## config.mk

```make
export PLATFORM = sky130hd
export DESIGN_NAME = fp64_maxmin_unit
export DESIGN_NICKNAME = d
export VERILOG_FILES = /design/src/rtl/fp64_mm_pkg.sv /design/src/rtl/fp64_classify.sv /design/src/rtl/fp64_order_lt.sv /design/src/rtl/fp64_maxmin_sel.sv /design/src/rtl/fp64_maxmin_unit.sv
export SDC_FILE = /design/constraint.sdc
export NUM_CORES = 1
export LEC_CHECK = 0
export CAP_MARGIN = 20
export CELL_PAD_IN_SITES_DETAIL_PLACEMENT = 1
export CELL_PAD_IN_SITES_GLOBAL_PLACEMENT = 1
export CORE_MARGIN = 5
export CORE_UTILIZATION = 52
export CTS_BUF_LIST = sky130_fd_sc_hd__clkbuf_8
export CTS_CLUSTER_SIZE = 24
export DETAILED_ROUTE_END_ITERATION = 16
export DONT_BUFFER_PORTS = 1
export PLACE_DENSITY = 0.92
export SLEW_MARGIN = 15
export SYNTH_ARGS = -nofsm -noshare
export SYNTH_HDL_FRONTEND = slang
export SYNTH_HIERARCHICAL = 1
export SYNTH_SLANG_ARGS = --single-unit
export TNS_END_PERCENT = 100
```

## constraint.sdc

```tcl
create_clock -name clk -period 6.3 [get_ports clk]
set_input_delay 0.63 -clock clk [delete_from_list [all_inputs] [get_ports clk]]
set_output_delay 0.63 -clock clk [all_outputs]
set_load 0.005 [all_outputs]
```

## src/rtl/fp64_mm_pkg.sv

```systemverilog
package fp64_mm_pkg;

    // Classification of one binary64 operand
    typedef struct packed {
        logic is_nan;
        logic is_snan;
        logic is_zero;
        logic sign;
    } fp_class_t;

    // Which value the selector forwards
    typedef enum logic [1:0] {
        SRC_A    = 2'd0,
        SRC_B    = 2'd1,
        SRC_POS0 = 2'd2,
        SRC_NEG0 = 2'd3
    } src_sel_t;

endpackage

```

## src/rtl/fp64_classify.sv

```systemverilog
module fp64_classify
    import fp64_mm_pkg::*;
#(
    parameter int EXP_W  = 11,
    parameter int FRAC_W = 52,
    localparam int W     = EXP_W + FRAC_W + 1
) (
    input  logic [W-1:0] value,
    output fp_class_t    cls
);
    logic [EXP_W-1:0]  exp_f;
    logic [FRAC_W-1:0] frac_f;

    assign exp_f  = value[W-2 -: EXP_W];
    assign frac_f = value[FRAC_W-1:0];

    always_comb begin
        cls.sign    = value[W-1];
        cls.is_nan  = (&exp_f) && (|frac_f);
        // Quiet bit is the top fraction bit; clear means signaling
        cls.is_snan = (&exp_f) && (|frac_f) && !frac_f[FRAC_W-1];
        cls.is_zero = ~|value[W-2:0];
    end
endmodule

```

## src/rtl/fp64_order_lt.sv

```systemverilog
module fp64_order_lt #(
    parameter int W = 64
) (
    input  logic [W-1:0] a,
    input  logic [W-1:0] b,
    output logic         a_lt_b
);
    logic         sa;
    logic         sb;
    logic [W-2:0] ma;
    logic [W-2:0] mb;

    assign sa = a[W-1];
    assign sb = b[W-1];
    assign ma = a[W-2:0];
    assign mb = b[W-2:0];

    // Sign-magnitude ordering; valid for non-NaN inputs only
    always_comb begin
        unique case ({sa, sb})
            2'b00:   a_lt_b = (ma < mb);
            2'b11:   a_lt_b = (ma > mb);
            2'b10:   a_lt_b = (|ma) || (|mb);
            default: a_lt_b = 1'b0;
        endcase
    end
endmodule

```

## src/rtl/fp64_maxmin_sel.sv

```systemverilog
module fp64_maxmin_sel
    import fp64_mm_pkg::*;
(
    input  fp_class_t cls_a,
    input  fp_class_t cls_b,
    input  logic      a_lt_b,
    input  logic      want_max,
    output src_sel_t  src,
    output logic      snan_hit
);
    always_comb begin
        snan_hit = 1'b0;
        if (cls_a.is_nan) begin
            src      = SRC_A;
            snan_hit = cls_a.is_snan;
        end else if (cls_b.is_nan) begin
            src      = SRC_B;
            snan_hit = cls_b.is_snan;
        end else if (cls_a.is_zero && cls_b.is_zero) begin
            if (want_max)
                src = (cls_a.sign && cls_b.sign) ? SRC_NEG0 : SRC_POS0;
            else
                src = (cls_a.sign || cls_b.sign) ? SRC_NEG0 : SRC_POS0;
        end else if (want_max) begin
            src = a_lt_b ? SRC_B : SRC_A;
        end else begin
            src = a_lt_b ? SRC_A : SRC_B;
        end
    end
endmodule

```

## src/rtl/fp64_maxmin_unit.sv

```systemverilog
module fp64_maxmin_unit
    import fp64_mm_pkg::*;
#(
    parameter int EXP_W  = 11,
    parameter int FRAC_W = 52,
    localparam int W     = EXP_W + FRAC_W + 1
) (
    input  logic         clk,
    input  logic         rst,
    input  logic         req_valid,
    input  logic [W-1:0] op_a,
    input  logic [W-1:0] op_b,
    input  logic         pick_max,
    input  logic         inv_trap_en,
    output logic         res_valid,
    output logic [W-1:0] res_data,
    output logic         res_snan,
    output logic         res_wr_en
);
    localparam int NOPS = 2;

    typedef struct packed {
        logic         valid;
        logic         snan;
        logic         wr_en;
        logic [W-1:0] data;
    } stage_t;

    logic [W-1:0] opnd [NOPS];
    fp_class_t    cls  [NOPS];
    logic         a_lt_b;
    src_sel_t     src;
    logic         snan_hit;
    stage_t       st_d;
    stage_t       st_q;

    assign opnd[0] = op_a;
    assign opnd[1] = op_b;

    for (genvar i = 0; i < NOPS; i++) begin : g_cls
        fp64_classify #(.EXP_W(EXP_W), .FRAC_W(FRAC_W)) u_cls (
            .value (opnd[i]),
            .cls   (cls[i])
        );
    end

    fp64_order_lt #(.W(W)) u_lt (
        .a      (op_a),
        .b      (op_b),
        .a_lt_b (a_lt_b)
    );

    fp64_maxmin_sel u_sel (
        .cls_a    (cls[0]),
        .cls_b    (cls[1]),
        .a_lt_b   (a_lt_b),
        .want_max (pick_max),
        .src      (src),
        .snan_hit (snan_hit)
    );

    always_comb begin
        st_d       = st_q;
        st_d.valid = req_valid;
        st_d.snan  = 1'b0;
        st_d.wr_en = 1'b0;
        if (req_valid) begin
            unique case (src)
                SRC_A:    st_d.data = op_a;
                SRC_B:    st_d.data = op_b;
                SRC_POS0: st_d.data = '0;
                default:  st_d.data = {1'b1, {(W-1){1'b0}}};
            endcase
            st_d.snan  = snan_hit;
            st_d.wr_en = !(snan_hit && inv_trap_en);
        end
    end

    always_ff @(posedge clk) begin
        if (rst) st_q <= '0;
        else     st_q <= st_d;
    end

    assign res_valid = st_q.valid;
    assign res_data  = st_q.data;
    assign res_snan  = st_q.snan;
    assign res_wr_en = st_q.wr_en;
endmodule

```

==> metrics.cfg <==
[status]
status = completed

[routing]
drt_iter0_drc = 405
drc_errors = 0
drtAntennaViolNets = 0
routed_wl_mm = 21.7
wire_per_inst_um = 26.0
vias = 5476
dr.pass1.iters = 5
via_per_inst = 6.58

[grt]
gr-usage-met1_pct = 37.6
grt_pass1_wl_mm = 33.1
antenna_found_initial = 0
grt_max_degree = 68
grt_pass1_vias = 5829
gr-max-usage-layer = met2
globalRouteOverflowTotal = 0
grtUsageMet2_pct = 55.9
use_met3_pct = 8.95
grt_use_total_pct = 32.3

[synth]
yosys_warnings = 6
syn_area_per_cell_um2 = 8.15
seq_area_frac_synth_pct = 23.4
yosys.cell_types.count = 45
ys.flop_type = dfxtp_1
async_flop_share_pct = 0
syn_nets = 900
yosysMostFrequentCell = a21oi_1
synth.top_cell.area_share_pct = 23.4
ys_seq_elements = 67
synth_area_leaders = dfxtp_1, ha_1, mux2_4
synth_common_cells = a21oi_1, nor2_1, dfxtp_1
synth_edf_count = 0
syn_area_mm2 = 0.00574
netlist_instances = 704
yosysTopAreaCell = dfxtp_1

[finish]
fill_cells = 1325
areaGrowthSynthToFinish_pct = 5.38
nNetsFinal = 883
final_core_util_pct = 55.8
n_antenna_cell = 0
layout-drive-gt1-share_pct = 13.2

[pwr]
power_density_mw_per_mm2 = 216
power.leakage_nw = 2.60
peakVddDrop_v = 0.000131

[sta]
setup_viol = 0
tns_ps = 0
rsz0062_at_grt = no
slew_headroom_pct = 33.0
fin_crit_ps = 4410
tightest_slew_ps = 1000
hold_viol_final = 0
fmax_mhz = 227
clock_skew_ps = 0
final_max_slew_viol_count = 0
final.period_utilization_pct = 70.0

[place]
place_congestion = 0.892
io_buffers = 0
post-dp-hpwl_mm = 16.7

[worst_setup_path]
cp-end-kind = flop
crit_required_ps = 6570
ff2ff_path_depth = 3
r2r_end = res_data[28]$_SDFFE_PP0P_
cp_slowest_cell = o31a_2
arrival_ps = 4680
critical_path_class = in2reg
crit_path_cell_trace = inv_1 > ha_1 > a21oi_1 > o21ai_0 > a221oi_1 > nor3_1 > a2111oi_0 > o211ai_1 > mux2i_1 > xor2_1 > a21oi_1 > o31a_2 > buf_12 > mux2_2 > a21oi_1 > nor2_1
crit_top_cell = a21oi_1
max_stage_delay_ps = 820
start_kind = primary input
crit_fanout = 35
ff2ff_setup_slack_ps = 5400
r2r-start = res_data[28]$_SDFFE_PP0P_

[die]
die_area_mm2 = 0.0132
io_pins = 200
rows = 38
die_h_um = 115
die_w_um = 115
start_util_pct = 52.9
core_area_mm2 = 0.0108

[clock_tree]
post_cts_buffers = 0
numCtsBuffers = 9
clock-sinks = 67
max-clock-path-buffers = 2
clk_latency_ps = 370
root_buffer = clkbuf_8
cts_tree = built
h-tree-depth = 3
cts.repair.resized = 0
clk_pin_slew_ps = 70
cts_hold_buf = 0

[min_path]
hold_path_class = in2reg
min_from = rst
min_to = res_data[60]$_SDFFE_PP0P_
min_path_cells = 1

[job]
max-cap-violations = 0

## worst max-delay path, delay by kind of cell
| kind | cells | cell delay, ps |
|---|---|---|
| AO/OA/AOI/OAI | 8 | 2400 |
| XOR/XNOR | 1 | 120 |
| adder cells (fa/ha/maj) | 1 | 310 |
| buffers and inverters | 2 | 380 |
| multiplexers | 2 | 630 |
| AND/OR/NAND/NOR | 2 | 160 |
## state kept, by name (all words and copies together) (netlist names)
| register | count |
|---|---|
| res_data | 64 |
| res_snan | 1 |
| res_valid | 1 |
| res_wr_en | 1 |
## stage by stage
| stage | total power [W] | hold WS (ps) | instances | setup slack, ps | cell area, µm² |
|---|---|---|---|---|---|
| after global routing | 0.00136 | 305 | 832 | 1650 | 6050 |
| after floorplan | 0.000767 | 476 | 704 | 2870 | 5740 |
| final | 0.00130 | 322 | 832 | 1890 | 6050 |
| after detailed placement | 0.000808 | 527 | 816 | 1610 | 5770 |
| after CTS | 0.00131 | 306 | 832 | 1960 | 6050 |
| after global placement | 0.000785 | 519 | 816 | 1850 | 5770 |
## cell type report
class                   count  area, µm²  area share, %
multi-input cells         542       3990           65.9
flip-flops and latches     67       1340           22.2
inverters                  65        244           4.03
well taps                 140        175           2.90
clock buffers              10        138           2.28
clock inverters             6        136           2.25
repair buffers              2       27.5          0.455
## worst max-delay path by stage
stage | from | to
after floorplan | op_b[16] | res_data[10]$_SDFFE_PP0P_
after CTS | op_b[16] | res_data[28]$_SDFFE_PP0P_
after global routing | op_b[16] | res_data[2]$_SDFFE_PP0P_
final | op_b[16] | res_data[2]$_SDFFE_PP0P_
after global placement | op_b[16] | res_data[3]$_SDFFE_PP0P_
after detailed placement | op_b[16] | res_data[6]$_SDFFE_PP0P_
## where the power goes
group	switching (W)	leakage, nW	internal, W
Sequential	0.0000259	0.553	0.000457
Combinational	0.000148	1.92	0.000176
Clock	0.000183	0.133	0.000314
## logic make-up (layout without fill, tap and decap cells)
family | count (synthesis) | after routing | share of synthesized area, %
compound gates | 118 | 118 | 11.3
buf+inv | 95 | 83 | 7.32
simple gates | 295 | 295 | 28.3
flops | 67 | 67 | 23.4
xor+xnor | 1 | 1 | 0.153
fa+ha+maj | 64 | 64 | 13.9
mux | 64 | 64 | 15.6
## per-layer routing
metal	vias up	share of wire [%]
met5	-	0
met4	0	2.7
met3	47	8.5
met2	249	49
met1	2680	40
li1	2500	-
## cell usage in the layout (no fill, tap or decap), drive strengths merged, types with 2 or more instances in the layout
master	Yosys	layout
nand3	12	12
a21oi	90	90
nor4	62	62
mux2	63	63
nor2	75	75
dfxtp	67	67
a211oi	5	5
nand4b	2	2
ha	63	63
clkbuf	10	10
a21o	3	3
inv	65	65
o21ai	8	8
nand3b	2	2
nor2b	65	65
o311ai	2	2
nand2	24	24
buf	20	2
nor3	14	14
or2	2	2
o211ai	3	3
or4	2	2
and4	4	4
nand4	27	27
bufinv	0	4
Note: power is estimated with default switching activity, not from simulation.
